==> src/rtl/ext_rescaler_pkg.sv <==
package ext_rescaler_pkg;
  localparam int SHIFT_W = 4;
  localparam int FRAC_W  = 4;

  typedef struct packed {
    logic                     load;
    logic [SHIFT_W-1:0]       extShift;
    logic [SHIFT_W-1:0]       extAlignShift;
    logic [SHIFT_W-1:0]       llrAlignShift;
    logic signed [FRAC_W-1:0] frac;
  } rescaleStrobe_t;
endpackage

==> src/rtl/ext_round_lane.sv <==
module ext_round_lane #(
  parameter int W    = 5,
  parameter int SH_W = 4
) (
  input  logic signed [W-1:0] x,
  input  logic [SH_W-1:0]     k,
  output logic signed [W-1:0] y
);
  localparam int XW = W + 2;
  localparam logic signed [XW-1:0] MAXV = XW'((1 <<< (W - 1)) - 1);
  localparam logic signed [XW-1:0] MINV = -MAXV - XW'(1);

  logic signed [XW-1:0] wide, half, sum, shifted;

  always_comb begin
    wide    = XW'(x);
    half    = (k == '0) ? '0 : (XW'(1) <<< (k - 1'b1));
    sum     = wide + half;
    shifted = sum >>> k;
    if (shifted > MAXV)      y = MAXV[W-1:0];
    else if (shifted < MINV) y = MINV[W-1:0];
    else                     y = shifted[W-1:0];
  end
endmodule

==> src/rtl/ext_rescaler_ctrl.sv <==
module ext_rescaler_ctrl
  import ext_rescaler_pkg::*;
#(
  parameter int DATA_W    = 5,
  parameter int STAGE_W   = 5,
  parameter int INIT_FRAC = 2,
  parameter int LLR_FRAC  = 2,
  parameter int GAIN0     = 11,
  parameter int GAIN1     = 3,
  parameter int GAIN2     = 7
) (
  input  logic               clk,
  input  logic               rstN,
  input  logic               inValid,
  input  logic [STAGE_W-1:0] inStage,
  output rescaleStrobe_t     strobe
);
  localparam int NUM_GAIN = 3;
  localparam int PROFILE [NUM_GAIN] = '{GAIN0, GAIN1, GAIN2};

  function automatic int capShift(int v);
    if (v < 0)      return 0;
    if (v > DATA_W) return DATA_W;
    return v;
  endfunction

  int cntLe, cntLt, pOut, pIn, pCommon;

  always_comb begin
    cntLe = 0;
    cntLt = 0;
    for (int i = 0; i < NUM_GAIN; i++) begin
      if (PROFILE[i] <= int'(inStage)) cntLe = cntLe + 1;
      if (PROFILE[i] <  int'(inStage)) cntLt = cntLt + 1;
    end
    pOut    = INIT_FRAC - cntLe;
    pIn     = INIT_FRAC - cntLt;
    pCommon = (pOut < LLR_FRAC) ? pOut : LLR_FRAC;
  end

  always_comb begin
    strobe.load          = inValid;
    strobe.extShift      = SHIFT_W'(capShift(pIn - pOut));
    strobe.extAlignShift = SHIFT_W'(capShift(pIn - pCommon));
    strobe.llrAlignShift = SHIFT_W'(capShift(LLR_FRAC - pCommon));
    strobe.frac          = FRAC_W'(pCommon);
  end

  AST_FRAC_BOUND: assert property (@(posedge clk) disable iff (!rstN)
    strobe.load |-> (int'(strobe.frac) <= LLR_FRAC));
  AST_ALIGN_ORDER: assert property (@(posedge clk) disable iff (!rstN)
    strobe.load |-> (strobe.extAlignShift >= strobe.extShift));
  AST_ONE_SIDE: assert property (@(posedge clk) disable iff (!rstN)
    strobe.load |-> ((strobe.extAlignShift == strobe.extShift) || (strobe.llrAlignShift == '0)));
endmodule

==> src/rtl/ext_rescaler_dp.sv <==
module ext_rescaler_dp
  import ext_rescaler_pkg::*;
#(
  parameter int DATA_W = 5
) (
  input  logic                     clk,
  input  logic                     rstN,
  input  rescaleStrobe_t           strobe,
  input  logic signed [DATA_W-1:0] inExt,
  input  logic signed [DATA_W-1:0] inLlr,
  output logic                     outValid,
  output logic signed [DATA_W-1:0] outExt,
  output logic signed [DATA_W-1:0] outAlignExt,
  output logic signed [DATA_W-1:0] outAlignLlr,
  output logic signed [FRAC_W-1:0] outFrac
);
  localparam int NUM_LANE = 3;

  logic signed [DATA_W-1:0] laneIn  [NUM_LANE];
  logic [SHIFT_W-1:0]       laneK   [NUM_LANE];
  logic signed [DATA_W-1:0] laneOut [NUM_LANE];

  always_comb begin
    laneIn[0] = inExt;  laneK[0] = strobe.extShift;
    laneIn[1] = inExt;  laneK[1] = strobe.extAlignShift;
    laneIn[2] = inLlr;  laneK[2] = strobe.llrAlignShift;
  end

  for (genvar g = 0; g < NUM_LANE; g++) begin : gLane
    ext_round_lane #(.W(DATA_W), .SH_W(SHIFT_W)) uLane (
      .x(laneIn[g]),
      .k(laneK[g]),
      .y(laneOut[g])
    );
  end

  always_ff @(posedge clk) begin
    if (!rstN) begin
      outValid    <= 1'b0;
      outExt      <= '0;
      outAlignExt <= '0;
      outAlignLlr <= '0;
      outFrac     <= '0;
    end else begin
      outValid <= strobe.load;
      if (strobe.load) begin
        outExt      <= laneOut[0];
        outAlignExt <= laneOut[1];
        outAlignLlr <= laneOut[2];
        outFrac     <= strobe.frac;
      end
    end
  end

  AST_VALID_LAT: assert property (@(posedge clk) disable iff (!rstN)
    strobe.load |=> outValid);
  AST_VALID_IDLE: assert property (@(posedge clk) disable iff (!rstN)
    !strobe.load |=> !outValid);
  AST_HOLD_IDLE: assert property (@(posedge clk) disable iff (!rstN)
    !strobe.load |=> ($stable(outExt) && $stable(outAlignLlr) && $stable(outFrac)));
  AST_NO_WRAP: assert property (@(posedge clk) disable iff (!rstN)
    strobe.load |=> ((outExt == '0) || (outExt[DATA_W-1] == $past(inExt[DATA_W-1]))));
  AST_NO_GROW: assert property (@(posedge clk) disable iff (!rstN)
    (strobe.load && inExt >= 0) |=> (outExt <= $past(inExt)));
endmodule

==> src/rtl/ext_rescaler.sv <==
module ext_rescaler
  import ext_rescaler_pkg::*;
#(
  parameter int DATA_W    = 5,
  parameter int STAGE_W   = 5,
  parameter int INIT_FRAC = 2,
  parameter int LLR_FRAC  = 2,
  parameter int GAIN0     = 11,
  parameter int GAIN1     = 3,
  parameter int GAIN2     = 7
) (
  input  logic                     clk,
  input  logic                     rstN,
  input  logic                     inValid,
  input  logic [STAGE_W-1:0]       inStage,
  input  logic signed [DATA_W-1:0] inExt,
  input  logic signed [DATA_W-1:0] inLlr,
  output logic                     outValid,
  output logic signed [DATA_W-1:0] outExt,
  output logic signed [DATA_W-1:0] outAlignExt,
  output logic signed [DATA_W-1:0] outAlignLlr,
  output logic signed [FRAC_W-1:0] outFrac
);
  rescaleStrobe_t strobe;

  ext_rescaler_ctrl #(
    .DATA_W(DATA_W), .STAGE_W(STAGE_W), .INIT_FRAC(INIT_FRAC),
    .LLR_FRAC(LLR_FRAC), .GAIN0(GAIN0), .GAIN1(GAIN1), .GAIN2(GAIN2)
  ) uCtrl (
    .clk(clk), .rstN(rstN), .inValid(inValid), .inStage(inStage), .strobe(strobe)
  );

  ext_rescaler_dp #(.DATA_W(DATA_W)) uDp (
    .clk(clk), .rstN(rstN), .strobe(strobe), .inExt(inExt), .inLlr(inLlr),
    .outValid(outValid), .outExt(outExt), .outAlignExt(outAlignExt),
    .outAlignLlr(outAlignLlr), .outFrac(outFrac)
  );
endmodule

==> config.mk <==
export PLATFORM = sky130hd
export DESIGN_NAME = ext_rescaler
export DESIGN_NICKNAME = d
export VERILOG_FILES = /design/src/rtl/ext_rescaler_pkg.sv /design/src/rtl/ext_round_lane.sv /design/src/rtl/ext_rescaler_ctrl.sv /design/src/rtl/ext_rescaler_dp.sv /design/src/rtl/ext_rescaler.sv
export SDC_FILE = /design/constraint.sdc
export NUM_CORES = 1
export LEC_CHECK = 0
export BUFFER_PORTS_ARGS = -buffer_cell sky130_fd_sc_hd__buf_2
export CAP_MARGIN = 20
export CORE_ASPECT_RATIO = 0.9
export CORE_UTILIZATION = 40
export CTS_CLUSTER_SIZE = 40
export DETAILED_ROUTE_END_ITERATION = 12
export PLACE_DENSITY = 0.65
export SLEW_MARGIN = 20
export SYNTH_ARGS = -nofsm -noshare
export SYNTH_HDL_FRONTEND = slang
export SYNTH_SLANG_ARGS = --single-unit
==> constraint.sdc <==
create_clock -name clk -period 7.2 [get_ports clk]
set_input_delay 1.44 -clock clk [delete_from_list [all_inputs] [get_ports clk]]
set_output_delay 1.44 -clock clk [all_outputs]
set_load 0.005 [all_outputs]
After elaboration in Yosys (flattened, before gate mapping)
Index checks and enable logic that the tools add are counted.
{"block": "classes", "shift": 6, "magnitude_cmp": 19, "n_addsub": 15, "muxes": 34, "n_reduce_logical": 3}
{"cell": "two-way mux 32 bit", "count": 5}
{"cell": "greater-than comparator 32 x 4 -> 1 bit (second input constant)", "count": 3}
{"cell": "< comparator 32 x 1 -> 1 bit (second input constant)", "count": 3}
{"cell": "subtractor 3 x 32 -> 32 bit (first input constant)", "count": 3}
{"cell": "adder 32 x 2 -> 32 bit (second input constant)", "count": 2}
{"cell": "subtractor 32 bit", "count": 2}
{"cell": "< comparator 32 x 3 -> 1 bit (second input constant)", "count": 1}
{"cell": "two-way mux 5 bit", "count": 6}
{"cell": "two-way mux 4 bit", "count": 6}
{"cell": "adder 5 x 7 -> 7 bit", "count": 3}
{"cell": "greater-than comparator 7 x 5 -> 1 bit (second input constant)", "count": 3}
{"cell": "< comparator 7 x 5 -> 1 bit (second input constant)", "count": 3}
{"cell": "two-way mux 7 bit", "count": 3}
{"cell": "<<< shifter 1 x 4 -> 7 bit (first input constant)", "count": 3}
{"cell": ">>> shifter 7 x 4 -> 7 bit", "count": 3}
{"cell": "logical NOT 4 bit", "count": 3}
{"cell": "subtractor 4 x 1 -> 4 bit (second input constant)", "count": 3}
{"cell": "two-way mux 1 bit", "count": 11}
{"cell": "two-way mux 3 bit", "count": 3}
{"cell": "<= comparator 2 x 5 -> 1 bit (first input constant)", "count": 1}
{"cell": "<= comparator 3 x 5 -> 1 bit (first input constant)", "count": 1}
{"cell": "<= comparator 4 x 5 -> 1 bit (first input constant)", "count": 1}
{"cell": "< comparator 2 x 5 -> 1 bit (first input constant)", "count": 1}
{"cell": "< comparator 3 x 5 -> 1 bit (first input constant)", "count": 1}
{"cell": "other kinds (2)", "count": 3}
{"block": "word_totals", "register_bits": 20, "in_bits": 18, "elab_cells": 82}

Depth between registers and ports, before layout
Gate-level depths: netlist of the first run.
{"block": "depth", "ltp_word": 23, "mapped_depth": 33, "ltp_nobuf": 33}

By module
A second synthesis of the first run with hierarchy kept.
{"block": "hier_totals", "hier_cells": 463, "area_unflattened_um2": 3697.3}
{"mod": "ext_round_lane", "area_per_inst_um2": 691.9, "n_inst": 3, "cells_each": 93}
{"mod": "ext_rescaler_ctrl", "area_per_inst_um2": 875.8, "n_inst": 1, "cells_each": 121}
{"mod": "ext_rescaler_dp", "area_per_inst_um2": 745.7, "n_inst": 1, "cells_each": 63}

Worst setup path after synthesis of the first run
OpenSTA, ideal clock, no wires.
{"block": "synth_timing", "kind": "input to register", "startpoint": "input port inStage[0]", "endpoint": "register uDp.outAlignExt[1]", "t_arrival_ps": 7547, "setup_slack_ps": -408, "setup_ps": 60, "path_stages": 26, "n_path_buf": 0, "cell_sequence": "a2111o_1 > fa_1 > ha_1 > inv_1 > ha_1 > inv_1 > nand4_1 > ha_1 > nand2b_1 > ha_1 > or3b_1 > o32a_1 > a31o_1 > nand2_1 > nand2_1 > nor4_1 > ha_1 > inv_1 > fa_1 > nor2b_1 > o21a_1 > nor3_1 > a311o_1 > a2111oi_0 > mux2_2 > a32o_1"}
{"block": "synth_via", "elab_chain_len": 23, "word_cells_on_any_way": 39, "classes_between": "9 x add/sub; 11 x order compare; 2 x shift; 16 x mux; 1 x reduce/logical"}
{"element": "from (decl)", "line": "ext_rescaler.sv:15", "source": "input logic [STAGE_W-1:0] inStage,"}
{"element": "<= comparator 4 x 5 -> 1 bit", "line": "ext_rescaler_ctrl.sv:33", "source": "if (PROFILE[i] <= int'(inStage)) cntLe = cntLe + 1;"}
{"element": "two-way mux 1 bit", "line": "ext_rescaler_ctrl.sv:33"}
{"element": "adder 1 x 1 -> 2 bit", "line": "ext_rescaler_ctrl.sv:33"}
{"element": "two-way mux 32 bit", "line": "ext_rescaler_ctrl.sv:33"}
{"element": "adder 32 x 2 -> 32 bit", "line": "ext_rescaler_ctrl.sv:33"}
{"element": "two-way mux 32 bit", "line": "ext_rescaler_ctrl.sv:33"}
{"element": "subtractor 3 x 32 -> 32 bit", "line": "ext_rescaler_ctrl.sv:36", "source": "pOut = INIT_FRAC - cntLe;"}
{"element": "< comparator 32 x 3 -> 1 bit", "line": "ext_rescaler_ctrl.sv:38", "source": "pCommon = (pOut < LLR_FRAC) ? pOut : LLR_FRAC;"}
{"element": "[7 not listed]"}
{"element": "subtractor 4 x 1 -> 4 bit", "line": "ext_round_lane.sv:17", "source": "half = (k == '0) ? '0 : (XW'(1) <<< (k - 1'b1));"}
{"element": "<<< shifter 1 x 4 -> 7 bit", "line": "ext_round_lane.sv:17"}
{"element": "two-way mux 7 bit", "line": "ext_round_lane.sv:17"}
{"element": "adder 5 x 7 -> 7 bit", "line": "ext_round_lane.sv:18", "source": "sum = wide + half;"}
{"element": ">>> shifter 7 x 4 -> 7 bit (*)", "line": "ext_round_lane.sv:19", "source": "shifted = sum >>> k;"}
{"element": "< comparator 7 x 5 -> 1 bit", "line": "ext_round_lane.sv:21", "source": "else if (shifted < MINV) y = MINV[W-1:0];"}
{"element": "two-way mux 5 bit", "line": "ext_round_lane.sv:21"}
{"element": "two-way mux 5 bit (*)", "line": "ext_round_lane.sv:20", "source": "if (shifted > MAXV) y = MAXV[W-1:0];"}
{"element": "to (signal assigned)", "line": "ext_rescaler_dp.sv:48", "source": "outAlignExt <= laneOut[1];"}
{"element": "to (decl)", "line": "ext_rescaler_dp.sv:13", "source": "output logic signed [DATA_W-1:0] outAlignExt,"}
Every way passes the cells marked *; elsewhere a longest branch is shown, timed or not. The select of a mux whose other input is x is not followed.
A chain may end at the register's enable or synchronous reset.

==> results of run 1 <==
[power by group through the flow]
stage / clock network (mW) / logic (mW) / registers (mW)
after global placement: 0 / 0.849 / 0.157
final: 0.115 / 0.907 / 0.156
after floorplan: 0 / 0.596 / 0.158
after CTS: 0.117 / 0.866 / 0.155
after global routing: 0.123 / 0.997 / 0.159
after detailed placement: 0 / 0.860 / 0.157
[registers in the layout, indices dropped and copies added, names as in the netlist]
signal	flops
uDp.outAlignExt	5
uDp.outAlignLlr	5
uDp.outExt	5
uDp.outFrac	4
uDp.outValid	1
[routing by layer]
metal / wire (um) / track usage, %
met3: 350 / 2.09
met2: 4040 / 36.4
met5: 0 / 0
met4: 87 / 4.14
met1: 4450 / 31.2
[cell families after synthesis]
logic type      Yosys count  share of synthesized area [%]
compound gates          151                           32.6
xor+xnor                 16                           4.37
fa+ha+maj                40                           17.0
buf+inv                  46                           5.42
flops                    20                           12.5
mux                      22                           7.18
other cells               2                          0.234
simple gates            133                           20.7
[final cells by class]
cell class              count  area [sq um]  area share, %
multi-input cells         365          2790           66.9
flip-flops and latches     20           400           9.61
inverters                  38           145           3.48
repair buffers             96           641           15.4
clock buffers               3          41.3          0.991
clock inverters             1          30.0          0.721
well taps                  96           120           2.88
[cell usage in the layout, fill, tap and decap left out, drive strengths merged, types with 8 or more instances in the layout]
cell,n
a211oi,11
a21o,8
a21oi,31
a31oi,12
buf,96
dfxtp,20
ha,34
inv,36
mux2i,17
nand2,33
nand2b,10
nand3,9
nor2,33
nor2b,10
nor3,11
o211ai,11
o21ai,28
xnor2,8
xor2,8
[worst reg2reg max path, cell delays in order (launching register included)]
cell and delay (ns):
dfxtp_1 0.34, mux2_2 0.26, a32o_1 0.19
[worst min-delay path by stage]
| stage | from | to | slack [ns] | depth (start not counted) |
|---|---|---|---|---|
| CTS | uDp.outAlignLlr[3]$_SDFFE_PN0P_ | uDp.outAlignLlr[3]$_SDFFE_PN0P_ | 0.47 | 2 |
| floorplan | uDp.outAlignExt[4]$_SDFFE_PN0P_ | uDp.outAlignExt[4]$_SDFFE_PN0P_ | 0.45 | 2 |
| finish | uDp.outExt[3]$_SDFFE_PN0P_ | uDp.outExt[3]$_SDFFE_PN0P_ | 0.47 | 2 |
| detailed placement | uDp.outAlignLlr[3]$_SDFFE_PN0P_ | uDp.outAlignLlr[3]$_SDFFE_PN0P_ | 0.44 | 2 |
| global placement | uDp.outExt[0]$_SDFFE_PN0P_ | uDp.outExt[0]$_SDFFE_PN0P_ | 0.44 | 2 |
| global route | uDp.outAlignExt[0]$_SDFFE_PN0P_ | uDp.outAlignExt[0]$_SDFFE_PN0P_ | 0.51 | 1 |
[per-stage QoR]
step	power [mW]	utilization, %
3_3_place_gp	1.01	51.9
3_5_place_dp	1.02	51.9
6_report	1.18	54.4
5_1_grt	1.28	54.4
4_1_cts	1.14	52.9
2_1_floorplan	0.755	-
[repair_timing]
action                                 CTS  global route
setup buffers                            0             7
endpoints found under the hold margin    0             0
resized for setup                        0            19
setup endpoints to repair                0             7
==> impl_metrics.py, run 1 <==
metrics = {
    "timing": {
        "slew_headroom_pct": 40.8,
        "drv_slew": 0,
        "fin_hold_ws_ns": 0.467,
        "setup_viol": 0,
        "finalSetupTns_ns": 0,
        "worst_slack_ns": 0.143,
        "finalHoldViolations": 0,
        "timing.fmax_ghz": 0.142,
        "post-route-min-period_ns": 7.06,
        "rsz0062_at_grt": "yes",
        "fin_crit_sh_pct": 98.0,
        "worst_pin_slew_ns": 0.885,
        "skew_ns": 0,
    },
    "logic_synthesis": {
        "synth.most_common_cell": "inv_1",
        "synth.area.top_cells": "ha_1, dfxtp_1, mux2i_1, a21oi_1, inv_1",
        "syn_area_sq_um": 3210,
        "async_reset_ff_share_pct": 0,
        "ys_warn_count": 0,
        "ys_seq_area_share_pct": 12.5,
        "synth_edf_count": 0,
        "ys_types": 64,
        "synthTopCellsByCount": "inv_1, ha_1, nand2_1, nor2_1, a21oi_1",
        "netlist_instances": 430,
        "yosys.area.top_type_share_pct": 13.3,
        "yosysTopAreaCell": "ha_1",
        "synth_flop_cell": "dfxtp_1",
        "synth-seq-cells": 20,
        "syn_avg_cell_area_sq_um": 7.46,
    },
    "final_layout": {
        "nets": 582,
        "num-fill-cells": 725,
        "design_area_sq_um": 4170,
        "fin_cells": 619,
        "antenna_cells": 0,
        "layout-drive-gt1-share_pct": 27.2,
        "synthToLayoutAreaGrowth_pct": 30.0,
    },
    "grt": {
        "gr-total-overflow": 0,
        "grtUsageTotal_pct": 22.0,
        "grt_max_degree": 15,
        "antenna_found_initial": 0,
        "grt_first_pass_wirelength_um": 14900,
        "grt_pass1_vias": 3302,
    },
    "setup_path": {
        "crit_type": "in -> reg",
        "cpMaxStageDelayCell": "fa_1",
        "critPathLaunch": "inStage[0]",
        "path_buf_inv": 5,
        "r2r-start": "uDp.outAlignExt[1]$_SDFFE_PN0P_",
        "crit_path_end_kind": "flop",
        "cp.required_ns": 7.42,
        "path_max_fanout": 4,
        "rr_worst_depth": 2,
        "cp.arrival_ns": 7.28,
        "crit_family": "adder cells",
        "worst_path_largest_cell_delay_ns": 0.54,
        "rr_endpoint": "uDp.outAlignExt[1]$_SDFFE_PN0P_",
        "path_depth": 29,
        "r2r_setup_slack_ns": 6.31,
        "crit_end": "uDp.outAlignExt[1]$_SDFFE_PN0P_",
        "crit_path_start_kind": "primary input",
    },
    "floorplanning": {
        "core_sq_um": 7660,
        "die_h_um": 86.9,
        "row_count": 30,
        "start_util_pct": 41.9,
        "fp.dieW_um": 96.4,
        "dieArea_sq_um": 8380,
        "ioPinCount": 38,
    },
    "power": {
        "power.net_switching_uw": 546,
        "ir_worst_vdd_v": 0.000166,
        "power.internal_uw": 632,
        "pwr-share-clk_pct": 9.8,
        "powerDensity_nw_per_um2": 283,
        "sw_frac_of_total_pct": 46.4,
        "seqPwrFrac_pct": 13.2,
        "p_comb_share_pct": 77.0,
        "p_leak_nw": 1.90,
    },
    "route": {
        "wire_per_inst_um": 14.4,
        "drtPass1Iterations": 5,
        "drt-vias-per-instance": 5.69,
        "num_vias": 3524,
        "drt-total-wl_um": 8940,
        "drc": 0,
        "ant_nets": 0,
        "first_iter_violations": 145,
    },
    "placement": {
        "pre_cts_ws_ns": -0.122,
        "routabilityCongestion": 0.869,
        "numPortBuffers": 37,
        "place_hpwl_um": 7180,
        "dp.cells": 608,
        "placed_area_sq_um": 3980,
    },
    "worst_hold_path": {
        "hold_class": "reg -> reg",
    },
    "job": {
        "max-cap-violations": 0,
    },
    "clock_tree": {
        "clk_path_buf_depth": 2,
        "clk_latency_ns": 0.27,
        "numCtsBuffers": 3,
        "ctsHoldBuffers": 0,
        "ctsHtreeMaxLevel": 1,
        "clk_pin_slew_ns": 0.08,
        "cts.sink_count": 20,
        "cts_root_buffer": "clkbuf_8",
        "cts_tree": "built",
    },
    "outcome": {
        "status": "completed",
    },
}
No activity file was read; power rests on OpenSTA's default activity.
==> run 2: changes to the inputs <==
clock period = 6 ns   (was 7.2 ns; I/O delays follow)
==> impl_metrics.py, run 2 (synthesis gave the netlist of run 1 again) <==
metrics = {
    "power": {
        "p_leak_nw": 2.42,
        "sw_frac_of_total_pct": 44.1,
        "power.internal_mw": 1.02,
        "powerDensity_nw_per_um2": 352,
        "ir_worst_vdd_v": 0.000237,
        "pwr-share-clk_pct": 7.5,
        "p_comb_share_pct": 82.3,
        "power.net_switching_uw": 807,
        "seqPwrFrac_pct": 10.2,
    },
    "clock_tree": {
        "cts_root_buffer": "clkbuf_8",
        "clk_path_buf_depth": 2,
        "ctsHtreeMaxLevel": 1,
        "cts_tree": "built",
        "clk_latency_ns": 0.26,
        "numCtsBuffers": 3,
        "clk_pin_slew_ns": 0.08,
        "cts.sink_count": 20,
    },
    "timing": {
        "slew_headroom_pct": 40.2,
        "post-route-min-period_ns": 6.66,
        "skew_ns": 0,
        "setup_viol": 8,
        "finalSetupTns_ns": -2.89,
        "timing.fmax_ghz": 0.150,
        "worst_pin_slew_ns": 0.893,
        "drv_slew": 0,
        "finalHoldViolations": 0,
        "rsz0062_at_grt": "yes",
        "worst_slack_ns": -0.657,
        "fin_crit_sh_pct": 111,
    },
    "final_layout": {
        "final_common_cell": "buf_4",
        "seq_area_sq_um": 400,
        "reg_top3": "uDp.outAlignExt (5), uDp.outAlignLlr (5), uDp.outExt (5)",
        "antenna_cells": 0,
        "final_util_pct": 68.0,
        "design_area_sq_um": 5210,
        "synthToLayoutAreaGrowth_pct": 62.3,
        "nets": 672,
        "multiInputGateArea_sq_um": 3120,
        "layout_common_cells": "buf_4, buf_2, inv_1, a21oi_1, nor2_1",
        "layout-drive-gt1-share_pct": 46.8,
        "num-fill-cells": 616,
    },
    "placement": {
        "placed_area_sq_um": 4640,
        "place_hpwl_um": 8200,
        "routabilityCongestion": 0.893,
        "pre_cts_ws_ns": -1.11,
        "numPortBuffers": 37,
    },
    "setup_path": {
        "crit_type": "in -> reg",
        "crit_path_end_kind": "flop",
        "crit_path_start_kind": "primary input",
        "path_max_fanout": 4,
        "cp.arrival_ns": 6.87,
        "worst_path_largest_cell_delay_ns": 0.56,
        "r2r_setup_slack_ns": 5.09,
        "rr_worst_depth": 2,
        "r2r-start": "uDp.outAlignExt[1]$_SDFFE_PN0P_",
        "cp.required_ns": 6.21,
        "rr_endpoint": "uDp.outAlignExt[1]$_SDFFE_PN0P_",
        "cpMaxStageDelayCell": "fa_1",
    },
    "floorplanning": {
        "ioPinCount": 38,
        "start_util_pct": 41.9,
        "dieArea_sq_um": 8380,
        "fp.dieW_um": 96.4,
        "core_sq_um": 7660,
        "die_h_um": 86.9,
        "row_count": 30,
    },
    "worst_hold_path": {
        "worstHoldEndpoint": "uDp.outAlignLlr[3]$_SDFFE_PN0P_",
        "min-delay-start": "uDp.outAlignLlr[3]$_SDFFE_PN0P_",
        "hold_path_depth": 2,
        "hold_class": "reg -> reg",
    },
    "route": {
        "drtPass1Iterations": 5,
        "drc": 0,
        "ant_nets": 0,
        "drt-total-wl_um": 11000,
        "wire_per_inst_um": 15.6,
        "drt-vias-per-instance": 5.67,
        "first_iter_violations": 153,
        "num_vias": 4021,
    },
    "grt": {
        "grt_first_pass_wirelength_um": 17100,
        "grtUsageTotal_pct": 25.4,
        "grt_pass1_vias": 3803,
        "antenna_found_initial": 0,
        "gr-total-overflow": 0,
        "grt_max_degree": 15,
    },
    "job": {
        "max-cap-violations": 0,
    },
    "outcome": {
        "violations": "setup timing",
        "status": "finished, violations left",
    },
}
## run 2: cell types whose count changed in the layout (fill, tap and decap cells not counted), moves of 4 or more
cell | previous run | this run
buf_6 | 2 | 11
nand2_2 | 2 | 9
o21ai_0 | 25 | 15
a211oi_2 | 1 | 5
ha_1 | 27 | 23
a211oi_1 | 10 | 5
buf_4 | 59 | 141
nand2_1 | 31 | 24
o21ai_1 | 3 | 8
ha_2 | 2 | 6
nor2_1 | 33 | 29
## run 2: area by class of cell
class,count,area share (%)
Inverter,38,2.79
Clock inverter,1,0.577
Tap cell,96,2.31
Sequential cell,20,7.69
Multi-Input combinational cell,365,59.9
Clock buffer,3,0.793
Timing Repair Buffer,186,26.0
## run 2: through the flow
step                std cells  power, mW  hold WS, ns
floorplan                 431      0.938        0.449
global placement          687       1.44        0.435
detailed placement        687       1.47        0.445
CTS                       701       1.69        0.460
global route              709       1.96        0.474
finish                    709       1.83        0.449
## run 2: timing repair
action	4_1_cts	5_1_grt
pin swaps	21	49
hold endpoints to repair	0	0
setup buffers	10	12
endpoints found under the setup margin	14	15
gates resized for setup	31	61
hold buffers	0	0
## run 2: power groups by stage
stage               sequential, mW  clock (mW)  combinational, mW
floorplan                    0.190           0              0.748
global placement             0.188           0               1.26
global route                 0.191       0.147               1.62
detailed placement           0.189           0               1.29
CTS                          0.187       0.140               1.36
finish                       0.187       0.138               1.51
## run 2: worst max-delay path by stage
stage	startpoint	slack [ns]	endpoint	depth (start not counted)
2_1_floorplan	inStage[1]	-0.91	uDp.outAlignExt[3]$_SDFFE_PN0P_	25
3_3_place_gp	inStage[1]	-0.94	uDp.outAlignExt[3]$_SDFFE_PN0P_	28
3_5_place_dp	inStage[1]	-1.11	uDp.outAlignExt[3]$_SDFFE_PN0P_	28
4_1_cts	inStage[0]	-0.64	uDp.outAlignExt[1]$_SDFFE_PN0P_	27
5_1_grt	inStage[1]	-0.88	uDp.outAlignExt[1]$_SDFFE_PN0P_	29
6_report	inStage[1]	-0.66	uDp.outAlignExt[1]$_SDFFE_PN0P_	29
## run 2: routing by layer
metal / track usage (%) / routed length [um] / share of wire (%)
met1: 34.3 / 4970 / 45
met2: 43.7 / 5380 / 49
met3: 2.97 / 544 / 4.9
met4: 4.28 / 138 / 1.3
met5: 0 / 0 / 0
## run 2: critical path: cells and delay by family
family,cells,cell delay [ns]
and+or+nand+nor,8,1.14
AOI/OAI and AO/OA,8,2.01
buffers and inverters,5,0.29
muxes,1,0.24
adders and majority gates,7,1.98
==> run 3: changes to the inputs <==
CELL_PAD_IN_SITES_DETAIL_PLACEMENT = 0   (was unset)
CELL_PAD_IN_SITES_GLOBAL_PLACEMENT = 2   (was unset)
CORE_UTILIZATION = 31   (was 40)
PLACE_DENSITY = 0.81   (was 0.65)
==> impl_metrics.py, run 3 (synthesis gave the netlist of run 1 again) <==
metrics = {
    "outcome": {
        "status": "finished, violations left",
        "violations": "setup timing",
    },
    "placement": {
        "place_hpwl_um": 8540,
        "routabilityCongestion": 0.861,
        "numPortBuffers": 37,
        "placed_area_sq_um": 4690,
    },
    "setup_path": {
        "path_max_fanout": 4,
        "cpMaxStageDelayCell": "fa_1",
        "path_buf_inv": 5,
        "crit_family": "compound AO/OA/AOI/OAI gates",
        "path_depth": 27,
        "rr_worst_depth": 2,
        "crit_type": "in -> reg",
        "cp.required_ns": 6.20,
        "crit_path_frequent_cell": "ha_4",
        "crit_path_start_kind": "primary input",
        "cp.arrival_ns": 6.86,
        "crit_path_end_kind": "flop",
        "worst_path_largest_cell_delay_ns": 0.55,
    },
    "route": {
        "drc": 0,
        "ant_nets": 0,
        "drtPass1Iterations": 5,
        "num_vias": 3988,
        "drt-total-wl_um": 11300,
        "first_iter_violations": 198,
        "wire_per_inst_um": 15.1,
        "drt-vias-per-instance": 5.33,
    },
    "timing": {
        "post-route-min-period_ns": 6.66,
        "worst_pin_slew_ns": 0.923,
        "drv_slew": 0,
        "timing.fmax_ghz": 0.150,
        "slew_headroom_pct": 38.2,
        "setup_viol": 7,
        "skew_ns": 0,
        "fin_crit_sh_pct": 111,
        "rsz0062_at_grt": "yes",
        "fin_hold_ws_ns": 0.449,
        "worst_slack_ns": -0.663,
        "finalHoldViolations": 0,
    },
    "grt": {
        "grt_first_pass_wirelength_um": 18300,
        "use_met2_pct": 35.6,
        "gr-total-overflow": 0,
        "antenna_found_initial": 0,
        "use_met3_pct": 1.52,
        "grt_busiest_layer": "met2",
        "grt_max_degree": 15,
        "use_met1_pct": 29.4,
        "grt_pass1_vias": 3976,
        "grtUsageTotal_pct": 20.8,
    },
    "clock_tree": {
        "cts.sink_count": 20,
        "numCtsBuffers": 3,
        "clk_latency_ns": 0.25,
        "ctsHoldBuffers": 0,
        "ctsHtreeMaxLevel": 1,
        "clk_pin_slew_ns": 0.06,
        "cts_tree": "built",
        "cts_root_buffer": "clkbuf_16",
        "clk_path_buf_depth": 2,
    },
    "floorplanning": {
        "core_sq_um": 9870,
        "ioPinCount": 38,
        "fp.dieW_um": 109,
        "start_util_pct": 32.5,
        "row_count": 34,
        "dieArea_sq_um": 10800,
        "die_h_um": 98.5,
    },
    "final_layout": {
        "final_common_cell": "buf_4",
        "layout_common_cells": "buf_4, buf_2, nor2_1, nand2_1, inv_1",
        "design_area_sq_um": 5530,
        "reg_top3": "uDp.outAlignExt (5), uDp.outAlignLlr (5), uDp.outExt (5)",
        "antenna_cells": 0,
        "synthToLayoutAreaGrowth_pct": 72.4,
        "layout-drive-gt1-share_pct": 48.7,
        "final_util_pct": 56.0,
        "nets": 681,
    },
    "power": {
        "ir_worst_vdd_v": 0.000195,
        "p_leak_nw": 2.54,
        "powerDensity_nw_per_um2": 355,
    },
    "job": {
        "max-cap-violations": 0,
    },
    "worst_hold_path": {
        "hold_path_depth": 2,
        "hold_class": "reg -> reg",
    },
}
==> run 3: cell type report <==
cell class                 instances  area, sq um
clock inverter                     1         30.0
fill                             910         4340
sequential                        20          400
clock buffer                       3         75.1
tap                              126          158
multi-input combinational        365         3290
timing repair buffer             195         1430
inverter                          38          145
==> run 3: report_power, final <==
part,internal (mW),total (mW),switching (mW)
registers,0.168,0.188,0.0198
logic,0.817,1.59,0.772
clock network,0.132,0.187,0.0548
==> run 3: worst reg2reg max path, delay by kind of cell, from the launching register on <==
kind,cells,cell delay [ns]
flops,1,0.33
mux,1,0.27
compound gates,1,0.20
==> run 3: worst paths after layout <==
kind,startpoint,end,slack [ns]
setup / recovery,inStage[0],uDp.outAlignExt[1]$_SDFFE_PN0P_,-0.66
hold / removal,uDp.outExt[0]$_SDFFE_PN0P_,uDp.outExt[0]$_SDFFE_PN0P_,0.45
setup reg to reg,uDp.outAlignExt[1]$_SDFFE_PN0P_,uDp.outAlignExt[1]$_SDFFE_PN0P_,5.10
hold reg to reg,uDp.outExt[0]$_SDFFE_PN0P_,uDp.outExt[0]$_SDFFE_PN0P_,0.45
==> run 3: repair_timing <==
| item | in CTS | in global routing |
|---|---|---|
| pin swaps | 35 | 41 |
| endpoints found under the hold margin | 0 | 0 |
| resized for setup | 49 | 62 |
| endpoints found under the setup margin | 14 | 14 |
| setup buffers | 12 | 15 |
==> run 3: stage by stage <==
stage	std cells	setup slack (ns)	TNS, ns	power, mW
5_1_grt	748	-0.881	-6.25	2.10
3_5_place_dp	719	-1.11	-9.59	1.48
4_1_cts	735	-0.722	-3.08	1.79
6_report	748	-0.663	-3.03	1.96
2_1_floorplan	431	-0.909	-5.05	0.938
3_3_place_gp	719	-1.00	-8.61	1.46
==> run 3: layer usage <==
metal / wire (um) / up-vias
li1: - / 1990
met1: 5490 / 1924
met2: 5400 / 70
met3: 358 / 4
met4: 25 / 0
met5: 0 / -
